`src/rtl/pt_pkg.sv`:
```
package pt_pkg;
    // entry flag positions
    localparam int FLG_P = 0;
    localparam int FLG_W = 1;
    localparam int FLG_U = 2;
    localparam int FLG_A = 5;
    localparam int FLG_D = 6;
    // fault code bit positions
    localparam int FC_PROT  = 0;
    localparam int FC_WRITE = 1;
    localparam int FC_USER  = 2;

    typedef enum logic [2:0] {
        S_IDLE,
        S_DIR_RD,
        S_DIR_WT,
        S_DIR_WB,
        S_TBL_RD,
        S_TBL_WT,
        S_TBL_WB,
        S_REPORT
    } walk_state_t;
endpackage

```
`src/rtl/pt_root_reg.sv`:
```
module pt_root_reg #(
    parameter int ADDR_W = 32,
    parameter int RING_W = 2
) (
    input  logic              clk,
    input  logic              rst_n,
    input  logic              wr_en,
    input  logic [RING_W-1:0] wr_ring,
    input  logic [ADDR_W-1:0] wr_base,
    output logic [ADDR_W-1:0] root
);
    logic [ADDR_W-1:0] root_q;

    always_ff @(posedge clk) begin
        if (!rst_n) begin
            root_q <= '0;
        end else if (wr_en && (wr_ring == '0)) begin
            root_q <= wr_base;
        end
    end

    assign root = root_q;

    // a load from a non-zero ring must leave the base untouched
    assert_ring_gate_R9: assert property (@(posedge clk) disable iff (!rst_n)
        (wr_en && (wr_ring != '0)) |=> $stable(root_q));
endmodule

```
`src/rtl/pt_addr_gen.sv`:
```
module pt_addr_gen #(
    parameter int ADDR_W = 32,
    parameter int IDX_W  = 10,
    parameter int OFF_W  = 12
) (
    input  logic [ADDR_W-1:0]       root,
    input  logic [IDX_W-1:0]        dir_idx,
    input  logic [ADDR_W-1:0]       va,
    input  logic [ADDR_W-OFF_W-1:0] dir_frame,
    input  logic [ADDR_W-OFF_W-1:0] leaf_frame,
    output logic [ADDR_W-1:0]       dir_addr,
    output logic [ADDR_W-1:0]       tbl_addr,
    output logic [ADDR_W-1:0]       phys_addr
);
    localparam int ENT_SH  = 2;
    localparam int PAD_W   = ADDR_W - IDX_W - ENT_SH;
    localparam int TIDX_LO = OFF_W;
    localparam int TIDX_HI = OFF_W + IDX_W - 1;

    logic [IDX_W-1:0] tbl_idx;

    assign tbl_idx   = va[TIDX_HI:TIDX_LO];
    assign dir_addr  = root + {{PAD_W{1'b0}}, dir_idx, {ENT_SH{1'b0}}};
    assign tbl_addr  = {dir_frame, tbl_idx, {ENT_SH{1'b0}}};
    assign phys_addr = {leaf_frame, va[OFF_W-1:0]};
endmodule

```
`src/rtl/pt_perm_check.sv`:
```
module pt_perm_check
    import pt_pkg::*;
#(
    parameter int ADDR_W = 32
) (
    input  logic              dir_w,
    input  logic              dir_u,
    input  logic [ADDR_W-1:0] leaf,
    input  logic              is_write,
    input  logic              is_user,
    output logic              leaf_present,
    output logic              allow,
    output logic              leaf_wb,
    output logic [ADDR_W-1:0] leaf_new
);
    logic eff_w;
    logic eff_u;

    always_comb begin
        eff_w        = dir_w & leaf[FLG_W];
        eff_u        = dir_u & leaf[FLG_U];
        leaf_present = leaf[FLG_P];
        allow        = (!is_write || eff_w) && (!is_user || eff_u);
        leaf_new     = leaf;
        leaf_new[FLG_A] = 1'b1;
        if (is_write) begin
            leaf_new[FLG_D] = 1'b1;
        end
        leaf_wb      = (leaf_new != leaf);
    end
endmodule

```
`src/rtl/pt_walker.sv`:
```
module pt_walker
    import pt_pkg::*;
#(
    parameter int ADDR_W = 32,
    parameter int IDX_W  = 10,
    parameter int OFF_W  = 12,
    parameter int RING_W = 2
) (
    input  logic              clk,
    input  logic              rst_n,
    input  logic              root_wr_en,
    input  logic [RING_W-1:0] root_wr_ring,
    input  logic [ADDR_W-1:0] root_wr_base,
    input  logic              req_valid,
    output logic              req_ready,
    input  logic [ADDR_W-1:0] req_vaddr,
    input  logic              req_write,
    input  logic              req_user,
    output logic              mem_req_valid,
    input  logic              mem_req_ready,
    output logic              mem_req_write,
    output logic [ADDR_W-1:0] mem_req_addr,
    output logic [ADDR_W-1:0] mem_req_wdata,
    input  logic              mem_rsp_valid,
    input  logic [ADDR_W-1:0] mem_rsp_rdata,
    output logic              done_valid,
    output logic              done_fault,
    output logic [ADDR_W-1:0] done_paddr,
    output logic [ADDR_W-1:0] fault_addr,
    output logic [2:0]        fault_code
);
    localparam int FRAME_W = ADDR_W - OFF_W;
    localparam int DIDX_LO = ADDR_W - IDX_W;

    walk_state_t state_q, state_d;

    logic [ADDR_W-1:0] root;
    logic [ADDR_W-1:0] va_q;
    logic              wr_q;
    logic              usr_q;
    logic [ADDR_W-1:0] dir_addr_q;
    logic [ADDR_W-1:0] dent_q;
    logic [ADDR_W-1:0] tent_q;
    logic              fault_q;
    logic              prot_q;
    logic [1:0]        wr_cnt_q;

    logic [ADDR_W-1:0] dir_addr_new;
    logic [ADDR_W-1:0] tbl_addr;
    logic [ADDR_W-1:0] phys_addr;
    logic [ADDR_W-1:0] leaf_src;
    logic              leaf_present;
    logic              allow;
    logic              leaf_wb;
    logic [ADDR_W-1:0] leaf_new;
    logic [ADDR_W-1:0] dent_new;
    logic              accept;
    logic              mem_fire;

    pt_root_reg #(.ADDR_W(ADDR_W), .RING_W(RING_W)) u_root (
        .clk     (clk),
        .rst_n   (rst_n),
        .wr_en   (root_wr_en),
        .wr_ring (root_wr_ring),
        .wr_base (root_wr_base),
        .root    (root)
    );

    pt_addr_gen #(.ADDR_W(ADDR_W), .IDX_W(IDX_W), .OFF_W(OFF_W)) u_addr (
        .root       (root),
        .dir_idx    (req_vaddr[ADDR_W-1:DIDX_LO]),
        .va         (va_q),
        .dir_frame  (dent_q[ADDR_W-1:OFF_W]),
        .leaf_frame (tent_q[ADDR_W-1:OFF_W]),
        .dir_addr   (dir_addr_new),
        .tbl_addr   (tbl_addr),
        .phys_addr  (phys_addr)
    );

    // the leaf is judged as it arrives, and rebuilt from the copy for write-back
    assign leaf_src = (state_q == S_TBL_WT) ? mem_rsp_rdata : tent_q;

    pt_perm_check #(.ADDR_W(ADDR_W)) u_perm (
        .dir_w        (dent_q[FLG_W]),
        .dir_u        (dent_q[FLG_U]),
        .leaf         (leaf_src),
        .is_write     (wr_q),
        .is_user      (usr_q),
        .leaf_present (leaf_present),
        .allow        (allow),
        .leaf_wb      (leaf_wb),
        .leaf_new     (leaf_new)
    );

    always_comb begin
        dent_new        = dent_q;
        dent_new[FLG_A] = 1'b1;
    end

    assign accept   = (state_q == S_IDLE) && req_valid;
    assign mem_fire = mem_req_valid && mem_req_ready;

    // state register
    always_ff @(posedge clk) begin
        if (!rst_n) begin
            state_q <= S_IDLE;
        end else begin
            state_q <= state_d;
        end
    end

    // next state
    always_comb begin
        state_d = state_q;
        unique case (state_q)
            S_IDLE: begin
                if (req_valid) state_d = S_DIR_RD;
            end
            S_DIR_RD: begin
                if (mem_req_ready) state_d = S_DIR_WT;
            end
            S_DIR_WT: begin
                if (mem_rsp_valid) begin
                    if (!mem_rsp_rdata[FLG_P])      state_d = S_REPORT;
                    else if (!mem_rsp_rdata[FLG_A]) state_d = S_DIR_WB;
                    else                            state_d = S_TBL_RD;
                end
            end
            S_DIR_WB: begin
                if (mem_req_ready) state_d = S_TBL_RD;
            end
            S_TBL_RD: begin
                if (mem_req_ready) state_d = S_TBL_WT;
            end
            S_TBL_WT: begin
                if (mem_rsp_valid) begin
                    if (!leaf_present || !allow) state_d = S_REPORT;
                    else if (leaf_wb)            state_d = S_TBL_WB;
                    else                         state_d = S_REPORT;
                end
            end
            S_TBL_WB: begin
                if (mem_req_ready) state_d = S_REPORT;
            end
            S_REPORT: begin
                state_d = S_IDLE;
            end
            default: state_d = S_IDLE;
        endcase
    end

    // walk context
    always_ff @(posedge clk) begin
        if (!rst_n) begin
            va_q       <= '0;
            wr_q       <= 1'b0;
            usr_q      <= 1'b0;
            dir_addr_q <= '0;
            dent_q     <= '0;
            tent_q     <= '0;
            fault_q    <= 1'b0;
            prot_q     <= 1'b0;
            wr_cnt_q   <= '0;
        end else begin
            if (accept) begin
                va_q       <= req_vaddr;
                wr_q       <= req_write;
                usr_q      <= req_user;
                dir_addr_q <= dir_addr_new;
                fault_q    <= 1'b0;
                prot_q     <= 1'b0;
                wr_cnt_q   <= '0;
            end else if (mem_fire && mem_req_write) begin
                wr_cnt_q <= wr_cnt_q + 2'd1;
            end
            if ((state_q == S_DIR_WT) && mem_rsp_valid) begin
                dent_q <= mem_rsp_rdata;
                if (!mem_rsp_rdata[FLG_P]) fault_q <= 1'b1;
            end
            if ((state_q == S_TBL_WT) && mem_rsp_valid) begin
                tent_q <= mem_rsp_rdata;
                if (!leaf_present) begin
                    fault_q <= 1'b1;
                end else if (!allow) begin
                    fault_q <= 1'b1;
                    prot_q  <= 1'b1;
                end
            end
        end
    end

    // outputs
    always_comb begin
        req_ready     = 1'b0;
        mem_req_valid = 1'b0;
        mem_req_write = 1'b0;
        mem_req_addr  = '0;
        mem_req_wdata = '0;
        done_valid    = 1'b0;
        done_fault    = 1'b0;
        done_paddr    = '0;
        fault_addr    = '0;
        fault_code    = '0;
        unique case (state_q)
            S_IDLE: begin
                req_ready = 1'b1;
            end
            S_DIR_RD: begin
                mem_req_valid = 1'b1;
                mem_req_addr  = dir_addr_q;
            end
            S_DIR_WT: begin
            end
            S_DIR_WB: begin
                mem_req_valid = 1'b1;
                mem_req_write = 1'b1;
                mem_req_addr  = dir_addr_q;
                mem_req_wdata = dent_new;
            end
            S_TBL_RD: begin
                mem_req_valid = 1'b1;
                mem_req_addr  = tbl_addr;
            end
            S_TBL_WT: begin
            end
            S_TBL_WB: begin
                mem_req_valid = 1'b1;
                mem_req_write = 1'b1;
                mem_req_addr  = tbl_addr;
                mem_req_wdata = leaf_new;
            end
            S_REPORT: begin
                done_valid = 1'b1;
                done_fault = fault_q;
                if (fault_q) begin
                    fault_addr           = va_q;
                    fault_code[FC_PROT]  = prot_q;
                    fault_code[FC_WRITE] = wr_q;
                    fault_code[FC_USER]  = usr_q;
                end else begin
                    done_paddr = phys_addr;
                end
            end
            default: begin
            end
        endcase
    end

    // a stalled memory request keeps its contents
    assert_req_hold_R13: assert property (@(posedge clk) disable iff (!rst_n)
        (mem_req_valid && !mem_req_ready) |=>
            (mem_req_valid && $stable(mem_req_addr) && $stable(mem_req_write)));

    // every write-back marks the entry present and accessed
    assert_wb_marks_accessed_R7: assert property (@(posedge clk) disable iff (!rst_n)
        (mem_req_valid && mem_req_write) |-> (mem_req_wdata[FLG_A] && mem_req_wdata[FLG_P]));

    // no more than two writes in one walk
    assert_write_budget_R8: assert property (@(posedge clk) disable iff (!rst_n)
        (mem_req_valid && mem_req_write) |-> (wr_cnt_q < 2'd2));

    // result is a single pulse followed by readiness
    assert_done_pulse_R14: assert property (@(posedge clk) disable iff (!rst_n)
        done_valid |=> (!done_valid && req_ready));

    // a fault always reports the captured address, never a physical one
    assert_fault_report_R11: assert property (@(posedge clk) disable iff (!rst_n)
        (done_valid && done_fault) |-> (done_paddr == '0));
endmodule

```
`config.mk`:
```
export PLATFORM = sky130hd
export DESIGN_NAME = pt_walker
export DESIGN_NICKNAME = d
export VERILOG_FILES = /design/src/rtl/pt_pkg.sv /design/src/rtl/pt_root_reg.sv /design/src/rtl/pt_addr_gen.sv /design/src/rtl/pt_perm_check.sv /design/src/rtl/pt_walker.sv
export SDC_FILE = /design/constraint.sdc
export NUM_CORES = 1
export LEC_CHECK = 0
export BUFFER_PORTS_ARGS = -buffer_cell sky130_fd_sc_hd__buf_4
export CORE_UTILIZATION = 55
export DETAILED_ROUTE_END_ITERATION = 16
export PLACE_DENSITY = 0.9
export SETUP_SLACK_MARGIN = 0.2
export SLEW_MARGIN = 40
export SYNTH_ARGS = -nofsm -noshare
export SYNTH_HDL_FRONTEND = slang
export SYNTH_HIERARCHICAL = 1
export SYNTH_SLANG_ARGS = --single-unit
```
`constraint.sdc`:
```
create_clock -name clk -period 7 [get_ports clk]
set_clock_uncertainty 0.1 [all_clocks]
set_input_delay 1.4 -clock clk [delete_from_list [all_inputs] [get_ports clk]]
set_output_delay 1.4 -clock clk [all_outputs]
set_load 0.01 [all_outputs]
```
---- Word level (Yosys, flattened, before mapping) ----
Cells that the tools add are included.
storage, ports and cells
  register bits ........................... 167
  input port bits ......................... 106
operators by class
  reduce and logical (&&, ||, !) cells .... 19
  muxes and demuxes ....................... 37
  bitwise gates (word level) .............. 2
  add/subtract/negate cells ............... 1
  eq/ne operators ......................... 15
operators with widths
  operator                                              count
  two-way mux 32 bit                                    5
  one-hot mux 32 bit (2 select lines)                   2
  two-way mux 3 bit                                     11
  adder 32 x 12 -> 32 bit                               1
  one-hot mux 3 bit (8 select lines)                    1
  two-way mux 1 bit                                     18
  inequality test 2 bit (second input constant)         7
  equality test 3 bit (second input constant)           4
  AND reduction 7 bit                                   1
  equality test 3 x 2 -> 1 bit (second input constant)  2
  OR reduction 2 bit                                    3
  logical AND 1 bit                                     5
  logical NOT 1 bit                                     4
  OR reduction 4 bit                                    1
  equality test 3 x 1 -> 1 bit (second input constant)  1
  logical NOT 3 bit                                     1
  logical OR 1 bit                                      3
  bitwise AND 1 bit                                     2
  logical NOT 2 bit                                     1
  inequality test 2 bit                                 1

---- Longest topological paths before layout ----
Gate-level depths: netlist of the first run.
  depth after elaboration ................. 10
  gate-level depth with buffers ........... 11
  depth with buffers taken out ............ 11

---- Cells and area by module ----
The synthesis of the first run kept the hierarchy.
by module, submodules not included
  module         area each (um^2)  times used  cells each
  pt_walker      6433.7            1           808
  pt_addr_gen    1391.3            1           177
  pt_root_reg    1320.0            1           140
  pt_perm_check  274.0             1           39

---- Least setup slack after synthesis of the first run ----
OpenSTA, ideal clock, no wires.
  path type ............................... in2out
  start point ............................. input port mem_rsp_rdata[6]
  end point ............................... output port mem_req_wdata[6]
  slack ................................... 3426 ps
  stages .................................. 3
  path buffers ............................ 0
  data arrival time ....................... 2074 ps
  path through ............................ mux2_2 > or2_1 > a22o_1
between the ends
  cells in the longest elaborated chain, start to end .. 3
RTL lines
  what                                 RTL line             source
  from (decl)                          pt_walker.sv:25      input logic [ADDR_W-1:0] mem_rsp_rdata,
  two-way mux 32 bit                   pt_walker.sv:81      assign leaf_src = (state_q == S_TBL_WT) ? mem_rsp_rdata : tent_q;
  two-way mux 1 bit                    pt_perm_check.sv:26  if (is_write) begin
  named net leaf_new[6]                pt_walker.sv:55      logic [ADDR_W-1:0] leaf_new;
  one-hot mux 32 bit (2 select lines)  pt_walker.sv:204     unique case (state_q)
  to (decl)                            pt_walker.sv:23      output logic [ADDR_W-1:0] mem_req_wdata,
The timed path passes the listed nets, and every way through them passes these cells.

---- Worst setup path after layout of the first run ----
  start point ............................. register state_q[0]
  end point ............................... output port mem_req_wdata[6]
between the ends
  cells in the longest elaborated chain, start to end .. 4
  elaborated cells on any way between the ends .. 6
  classes of those cells .................. eq/ne (3); mux (3)
RTL lines
  what                                 RTL line             source
  from (decl)                          pt_walker.sv:35      walk_state_t state_q, state_d;
  from (signal assigned)               pt_walker.sv:108     state_q <= state_d;
  equality test 3 bit                  pt_walker.sv:81
  two-way mux 32 bit                   pt_walker.sv:81
  named net leaf_src[6]                pt_walker.sv:51      logic [ADDR_W-1:0] leaf_src;
  two-way mux 1 bit                    pt_perm_check.sv:26
  named net leaf_new[6]                pt_walker.sv:55
  one-hot mux 32 bit (2 select lines)  pt_walker.sv:204
The timed path passes the listed nets, and every way through them passes these cells.

==> results.sh, run 1 <==
export IMPL_finalSetupViolCount=0
export IMPL_vias=8321
export IMPL_htree_levels=4
export IMPL_status="finished clean"
export IMPL_critPathKind="flip-flop to primary output"
export IMPL_fp_row_count=47
export IMPL_cts_tree="done"
export IMPL_io_buffers=241
export IMPL_peakVddDrop_mv=0.167
export IMPL_hp_class="flip-flop to flip-flop"
export IMPL_yosysMostFrequentCell="nand2_1"
export IMPL_cts_buffers=17
export IMPL_routed_wl_um=24800
export IMPL_clk_pin_slew_worst_paths_ps=60
export IMPL_die_x_um=133
export IMPL_die_area_mm2=0.0177
export IMPL_drt_iter0_markers=739
export IMPL_viasPerCell=5.60
export IMPL_clock_sinks=166
export IMPL_clkLatencyLatePin_ps=430
export IMPL_max_cap_viol_count=0
export IMPL_yosys_warnings=6
export IMPL_nFillCells=1369
export IMPL_async_flop_share=0
export IMPL_fin_nets=1371
export IMPL_root_buffer="clkbuf_16"
export IMPL_p_leak_nw=4.75
export IMPL_hold_slack_ps=353
export IMPL_drt_pass1_iter_count=6
export IMPL_num_io_pins=242
export IMPL_dp_hpwl_um=17000
export IMPL_grt_max_degree=75
export IMPL_postSynthCellCount=1164
export IMPL_drive_gt1_frac=0.279
export IMPL_crit_end="mem_req_wdata[6]"
export IMPL_startpoint_type="flip-flop"
export IMPL_grt_first_pass_wirelength_um=38900
export IMPL_overflow=0
export IMPL_cp_data_required_time_ps=5500
export IMPL_yosys_area_top_type_share=0.353
export IMPL_setup_tns_ps=0
export IMPL_r2r_cells=8
export IMPL_initial_utilization=0.566
export IMPL_syn_avg_cell_area_um2=8.09
export IMPL_cts_buffer_depth=2
export IMPL_synth_common_cells="nand2_1, dfxtp_1, a21oi_1"
export IMPL_reg2reg_slack_ps=3990
export IMPL_max_slew_margin_rel=0.418
export IMPL_synth_area_top_cells="dfxtp_1, nand2_1, buf_4"
export IMPL_yosys_cell_types_count=60
export IMPL_tightest_slew_ps=871
export IMPL_synth_edff_count=0
export IMPL_slew_violations=0
export IMPL_cts_setup_buffers=0
export IMPL_fmax_mhz=236
export IMPL_power_density_mw_per_mm2=227
export IMPL_core_area_mm2=0.0166
export IMPL_critical_path_max_fanout=34
export IMPL_cp_arrival_ps=2730
export IMPL_rr_endpoint="state_q[0]"
export IMPL_crit_path_end_kind="primary output"
export IMPL_area_growth_pct=15.7
export IMPL_num_antenna_cells=0
export IMPL_critPathLaunch="state_q[0]"
export IMPL_routedWlPerCell_um=16.7
export IMPL_grt_antenna_before_repair=0
export IMPL_ys_ff_latch=166
export IMPL_ant_nets=0
export IMPL_post_route_period_util=0.605
export IMPL_grtUsageTotal=0.277
export IMPL_gp_congestion=0.882
export IMPL_r2r_start="state_q[0]"
export IMPL_yosysSeqAreaShare=0.353
export IMPL_syn_area_mm2=0.00942
export IMPL_post_cts_resized=0
export IMPL_grt_pass1_vias=7690
export IMPL_rsz0062_at_grt="no"
export IMPL_ctsHoldBuffers=0
export IMPL_synth_ff_type="dfxtp_1"
export IMPL_fin_crit_ps=4230
export IMPL_final_util=0.655
export IMPL_hold_viol=0
export IMPL_fp_dieH_um=133
export IMPL_yosysTopAreaCell="dfxtp_1"
export IMPL_drcViolationCount=0
==> cells by family (layout without fill, tap and decap cells) <==
| group | count (synthesis) | after routing | synth area share |
|---|---|---|---|
| flops | 166 | 166 | 0.353 |
| mux | 66 | 66 | 0.0745 |
| buf+inv | 195 | 297 | 0.142 |
| compound gates | 238 | 238 | 0.167 |
| fa+ha+maj | 11 | 11 | 0.0154 |
| simple gates | 458 | 458 | 0.221 |
| xor+xnor | 28 | 28 | 0.0260 |
| other cells | 2 | 3 | 0.000797 |
==> state kept, by name, indices dropped and copies added (netlist names) <==
signal       count
tent_q          32
dent_q          31
state_q          3
dir_addr_q      32
wr_q             1
prot_q           1
va_q            32
usr_q            1
u_root/root     32
fault_q          1
==> where the power goes <==
part           internal, mW  total (mW)  leakage, nW  switching, mW
logic                 0.176       0.471         3.13          0.295
registers              1.02        1.09         1.35         0.0727
clock network         0.502       0.912        0.270          0.411
total                  1.70        2.48         4.75          0.779
==> routing by layer <==
layer / vias up / global-route usage / part of all wire / routed length [um]
met5: - / 0 / 0 / 0
met4: 0 / 0.114 / 0.028 / 685
met3: 55 / 0.0513 / 0.070 / 1740
met2: 369 / 0.459 / 0.48 / 11800
met1: 3895 / 0.353 / 0.42 / 10500
li1: 4002 / - / - / -
==> layout make-up <==
class	instances	area, um2	area share
flip-flops and latches	166	3320	0.305
multi-input cells	804	4780	0.438
well taps	220	275	0.0253
repair buffers	253	1900	0.175
clock inverters	13	136	0.0125
clock buffers	19	433	0.0397
inverters	12	47.5	0.00436
==> worst max-delay path, cell delays in order, from the launching register on <==
cell and delay [ps]:
dfxtp_1 690, nand3b_4 570, mux2_2 480, or2_1 200, a22o_1 190, buf_4 150
==> placed cells by master, fill, tap and decap left out, types with 5 or more instances in the layout <==
cell type | synthesis | routed
clkbuf_16 | 0 | 17
and3_1 | 41 | 41
a22o_1 | 63 | 63
and2_1 | 34 | 34
o211ai_2 | 7 | 7
ha_1 | 10 | 10
dfxtp_1 | 166 | 165
nand3_1 | 6 | 6
nand2b_1 | 6 | 6
mux2_2 | 33 | 33
buf_4 | 112 | 252
inv_6 | 0 | 6
inv_1 | 10 | 10
xnor2_1 | 24 | 24
nand2_1 | 332 | 331
a21oi_1 | 137 | 137
mux2i_1 | 33 | 33
nand4_1 | 5 | 5
nor2_1 | 9 | 9
==> through the flow <==
stage | instances | instance area (um2) | power, mW | setup slack, ps
floorplan | 1165 | 9420 | 1.49 | 3430
detailed placement | 1455 | 10300 | 1.58 | 3180
finish | 1487 | 10900 | 2.48 | 2770
global route | 1487 | 10900 | 2.59 | 2640
global placement | 1454 | 10300 | 1.56 | 3180
CTS | 1487 | 10900 | 2.48 | 2800
==> worst min path at each step <==
| stage | from | to | cells after the start |
|---|---|---|---|
| finish | u_root/root[0] | dir_addr_q[0] | 2 |
| global route | tent_q[10] | tent_q[10] | 2 |
| CTS | u_root/root[0] | dir_addr_q[0] | 2 |
| detailed placement | u_root/root[0] | dir_addr_q[0] | 2 |
| global placement | va_q[25] | va_q[25] | 2 |
| floorplan | va_q[22] | va_q[22] | 2 |
No activity file was read; power rests on OpenSTA's default activity.
==> run 2, diff against run 1 <==
CORE_UTILIZATION = 54   (was 55)
PLACE_DENSITY = 0.89   (was 0.9)
clock period = 4 ns   (was 7 ns; I/O delays follow)
==> run 2 against run 1 <==
  * Global-route usage fell by 1.0 points
  * Final cell count rose by 0.13%
  * First-iteration DRC count is 2.7% lower
  * Non-clock buffer count grew 2
  * Critical path depth stayed put
  * Wire length is 1.1% lower
  * Register-to-register slack got worse by 2700 ps
  * Core utilization shrank 0.20 points
  * Critical path type unchanged
  * Critical endpoint is now mem_req_wdata[20]
  * Largest power group unchanged
  * Highest routed layer unchanged
==> results.sh, run 2 (synthesis results as in run 1) <==
export IMPL_p_clk_frac=0.383
export IMPL_cts_setup_buffers=0
export IMPL_gp_congestion=0.867
export IMPL_crit_path_end_kind="primary output"
export IMPL_slew_violations=0
export IMPL_clkLatencyLatePin_ps=420
export IMPL_placed_cells=1456
export IMPL_r2r_cells=8
export IMPL_finalSetupViolCount=0
export IMPL_ant_nets=0
export IMPL_status="finished clean"
export IMPL_cp_arrival_ps=2520
export IMPL_peakVddDrop_mv=0.325
export IMPL_post_route_period_util=0.855
export IMPL_drt_iter0_markers=719
export IMPL_final_common_cell="nand2_1"
export IMPL_htree_levels=4
export IMPL_hp_class="flip-flop to flip-flop"
export IMPL_area_growth_pct=16.6
export IMPL_cts_buffers=17
export IMPL_power_density_mw_per_mm2=405
export IMPL_power_share_switching=0.301
export IMPL_critical_path_max_fanout=19
export IMPL_initial_utilization=0.560
export IMPL_fp_row_count=47
export IMPL_fin_crit_ps=3420
export IMPL_die_area_mm2=0.0180
export IMPL_fp_dieH_um=134
export IMPL_clk_pin_slew_worst_paths_ps=60
export IMPL_stdcell_count=1489
export IMPL_viasPerCell=5.52
export IMPL_tightest_slew_ps=701
export IMPL_routedWlPerCell_um=16.5
export IMPL_startpoint_type="flip-flop"
export IMPL_reg2reg_slack_ps=1270
export IMPL_dp_hpwl_um=17000
export IMPL_seqPwrFrac=0.432
export IMPL_setup_tns_ps=0
export IMPL_grt_pass1_vias=7419
export IMPL_routed_wl_um=24500
export IMPL_drive_gt1_frac=0.281
export IMPL_final_cell_mix="nand2_1, buf_4, dfxtp_1, a21oi_1, a22o_1"
export IMPL_wl_met1_um=10500
export IMPL_clock_sinks=166
export IMPL_hold_viol=0
export IMPL_drcViolationCount=0
export IMPL_cts_buffer_depth=2
export IMPL_min_path_cells=2
export IMPL_io_buffers=241
export IMPL_fmax_mhz=292
export IMPL_max_slew_margin_rel=0.532
export IMPL_overflow=0
export IMPL_pwr_share_comb=0.185
export IMPL_root_buffer="clkbuf_16"
export IMPL_drt_pass1_iter_count=5
export IMPL_die_x_um=134
export IMPL_num_io_pins=242
export IMPL_cp_data_required_time_ps=3100
export IMPL_post_cts_resized=0
export IMPL_final_area_mm2=0.0110
export IMPL_grtUsageTotal=0.267
export IMPL_num_antenna_cells=0
export IMPL_ctsHoldBuffers=0
export IMPL_route_met3_wl_um=1600
export IMPL_fin_nets=1373
export IMPL_max_cap_viol_count=0
export IMPL_net_switching_power_mw=1.34
export IMPL_core_area_mm2=0.0168
export IMPL_top_layer="met4"
export IMPL_r2r_start="state_q[0]"
export IMPL_p_int_mw=3.10
export IMPL_p_leak_nw=4.79
export IMPL_min_delay_start="dir_addr_q[31]"
export IMPL_critPathKind="flip-flop to primary output"
export IMPL_grt_first_pass_wirelength_um=38200
export IMPL_placed_area_mm2=0.0103
export IMPL_cts_tree="done"
export IMPL_rsz0062_at_grt="no"
export IMPL_grt_max_degree=91
export IMPL_grt_antenna_before_repair=0
export IMPL_wl_met2_um=12000
export IMPL_worst_hold_path_endpoint="dir_addr_q[31]"
export IMPL_vias=8214
export IMPL_rr_endpoint="state_q[0]"
export IMPL_nFillCells=1428
## run 2: cell count changes in the layout (fill, tap and decap cells not counted), moves of 2 or more
| cell | before | now |
|---|---|---|
| bufinv_16 | 1 | 3 |
| clkinvlp_4 | 3 | 1 |
| buf_4 | 252 | 254 |
| inv_6 | 6 | 4 |
| clkinv_4 | 1 | 3 |
| clkinv_2 | 0 | 2 |
## run 2: metal layers
layer  GRT usage  vias to the layer above
met5           0                        -
met4      0.0830                        0
met3      0.0435                       28
met2       0.446                      318
met1       0.351                     3865
li1            -                     4003
## run 2: worst max path at each step
stage | start | to | slack [ps] | cells after the start
after floorplan | req_vaddr[22] | dir_addr_q[18] | 1270 | 11
after CTS | state_q[0] | mem_req_wdata[20] | 590 | 5
after global routing | state_q[2] | mem_req_wdata[20] | 460 | 5
final | state_q[0] | mem_req_wdata[20] | 580 | 5
after global placement | req_vaddr[22] | dir_addr_q[18] | 900 | 12
after detailed placement | req_vaddr[22] | dir_addr_q[26] | 890 | 12
## run 2: power by group through the flow
stage / combinational, mW / sequential (mW) / clock, mW
after floorplan: 0.721 / 1.89 / 0
after global placement: 0.792 / 1.94 / 0
after detailed placement: 0.808 / 1.95 / 0
after CTS: 0.811 / 1.91 / 1.73
after global routing: 0.904 / 1.93 / 1.81
final: 0.822 / 1.92 / 1.70
## run 2: critical path: stages (launching register included)
cell	delay, ps
dfxtp_1	700
nand3b_4	400
buf_4	340
mux2_2	300
a22o_1	220
buf_4	140
## run 2: layout make-up
type,instances,area [um2],share of cell area
multi-input cells,804,4780,0.436
flip-flops and latches,166,3320,0.303
repair buffers,255,1930,0.176
clock buffers,19,443,0.0403
well taps,220,275,0.0251
clock inverters,13,171,0.0156
inverters,12,50.0,0.00456
## run 2: metrics by stage
| step | setup WS [ps] | power (mW) | util | hold slack (ps) |
|---|---|---|---|---|
| finish | 579 | 4.44 | 0.653 | 357 |
| detailed placement | 888 | 2.76 | 0.614 | 346 |
| CTS | 591 | 4.45 | 0.651 | 357 |
| floorplan | 1270 | 2.61 | - | 332 |
| global route | 461 | 4.64 | 0.653 | 373 |
| global placement | 899 | 2.73 | 0.614 | 338 |
==> run 3, diff against run 2 <==
clock period = 3.3 ns   (was 4 ns; I/O delays follow)
==> run 3 against run 2 <==
  * First-iteration DRC count down 0.70%
  * Sequential share of layout area down 0.077 points
  * Wire length up 1.3%
  * Total power up 20%
  * Critical path depth unchanged
  * Sequential power up 21%
  * Critical path type unchanged
  * Critical endpoint is now mem_req_wdata[6]
  * Largest cell class unchanged
==> results.sh, run 3 (synthesis results as in run 1) <==
export IMPL_layout_setup_ws_ps=379
export IMPL_clock_sinks=166
export IMPL_drcViolationCount=0
export IMPL_post_place_ws_ps=291
export IMPL_fmax_mhz=342
export IMPL_drt_iter0_markers=714
export IMPL_crit_path_end_kind="primary output"
export IMPL_worst_hold_path_endpoint="tent_q[3]"
export IMPL_cts_buffer_depth=2
export IMPL_final_area_mm2=0.0110
export IMPL_finalSetupViolCount=0
export IMPL_root_buffer="clkbuf_16"
export IMPL_area_growth_pct=16.9
export IMPL_hold_viol=0
export IMPL_max_slew_margin_rel=0.468
export IMPL_htree_levels=4
export IMPL_peakVddDrop_mv=0.382
export IMPL_hp_class="flip-flop to flip-flop"
export IMPL_die_x_um=134
export IMPL_drive_gt1_frac=0.286
export IMPL_slew_violations=0
export IMPL_r2r_cells=11
export IMPL_rsz0062_at_grt="no"
export IMPL_rr_endpoint="dir_addr_q[26]"
export IMPL_setup_tns_ps=0
export IMPL_io_buffers=241
export IMPL_route_met3_wl_um=1480
export IMPL_cts_tree="done"
export IMPL_cp_arrival_ps=2160
export IMPL_grt_antenna_before_repair=0
export IMPL_tightest_slew_ps=795
export IMPL_top_layer="met4"
export IMPL_cts_buffers=17
export IMPL_routed_wl_um=24800
export IMPL_wl_met2_um=12100
export IMPL_power_density_mw_per_mm2=485
export IMPL_reg2reg_slack_ps=600
export IMPL_initial_utilization=0.560
export IMPL_num_io_pins=242
export IMPL_vias=8221
export IMPL_critPathKind="flip-flop to primary output"
export IMPL_num_antenna_cells=0
export IMPL_placed_cells=1462
export IMPL_min_delay_start="tent_q[3]"
export IMPL_clk_pin_slew_worst_paths_ps=60
export IMPL_grt_first_pass_wirelength_um=39000
export IMPL_r2r_start="u_root/root[2]"
export IMPL_max_cap_viol_count=0
export IMPL_clkLatencyLatePin_ps=420
export IMPL_fp_row_count=47
export IMPL_stdcell_count=1493
export IMPL_gp_congestion=0.879
export IMPL_grtUsageTotal=0.273
export IMPL_placed_area_mm2=0.0104
export IMPL_viasPerCell=5.51
export IMPL_startpoint_type="flip-flop"
export IMPL_ant_nets=0
export IMPL_status="finished clean"
export IMPL_fin_nets=1378
export IMPL_ctsHoldBuffers=0
export IMPL_grt_pass1_vias=7735
export IMPL_overflow=0
export IMPL_die_area_mm2=0.0180
export IMPL_drt_pass1_iter_count=5
export IMPL_critical_path_max_fanout=14
export IMPL_final_cell_mix="nand2_1, buf_4, dfxtp_1, a21oi_1, a22o_1"
export IMPL_grt_max_degree=71
export IMPL_wl_met1_um=10700
export IMPL_core_area_mm2=0.0168
export IMPL_post_route_period_util=0.885
export IMPL_fp_dieH_um=134
export IMPL_p_leak_nw=4.81
export IMPL_final_common_cell="nand2_1"
export IMPL_dp_hpwl_um=17700
export IMPL_routedWlPerCell_um=16.6
export IMPL_fin_crit_ps=2920
export IMPL_cp_data_required_time_ps=2540
export IMPL_min_path_cells=2
-- run 3: layer usage --
layer	vias to the layer above	GRT usage
met5	-	0
met3	35	0.0484
li1	4006	-
met1	3873	0.350
met4	0	0.0949
met2	307	0.461
-- run 3: area by class of cell --
cell class              instances  area (um2)
clock inverters                13         146
well taps                     220         275
clock buffers                  18         439
inverters                      12        47.5
flip-flops and latches        166        3330
fillers                      1392        5800
multi-input cells             804        4780
repair buffers                260        2000
-- run 3: worst max-delay path by stage --
stage	slack, ps	end	start	cells after the start
finish	380	mem_req_wdata[6]	state_q[0]	5
global route	300	mem_req_wdata[6]	state_q[0]	5
CTS	250	mem_req_wdata[6]	state_q[1]	5
detailed placement	290	dir_addr_q[18]	req_vaddr[22]	12
global placement	360	dir_addr_q[18]	req_vaddr[22]	12
floorplan	710	dir_addr_q[18]	req_vaddr[22]	11
-- run 3: stage by stage --
step                hold slack (ps)  total power [mW]  utilization
finish                          353              5.34        0.655
global placement                338              3.35        0.620
detailed placement              343              3.39        0.620
CTS                             353              5.36        0.655
global route                    372              5.58        0.655
floorplan                       332              3.16            -
-- run 3: worst max-delay path, cell delays in order (launching register included) --
cell and delay [ps]:
dfxtp_2 530, nand3b_4 290, mux2_2 360, or2_1 210
a22o_1 200, buf_4 140
-- run 3: power by group --
part | total, mW | switching (mW) | internal, mW | leakage [nW]
logic | 1.04 | 0.633 | 0.408 | 3.18
clock network | 1.98 | 0.833 | 1.14 | 0.284
registers | 2.33 | 0.160 | 2.17 | 1.35
-- run 3: what timing repair did --
item,in CTS,in global routing
gates cloned,0,0
buffers inserted,0,0
resized for setup,2,1
setup endpoints to repair,18,18
pin swaps,0,0
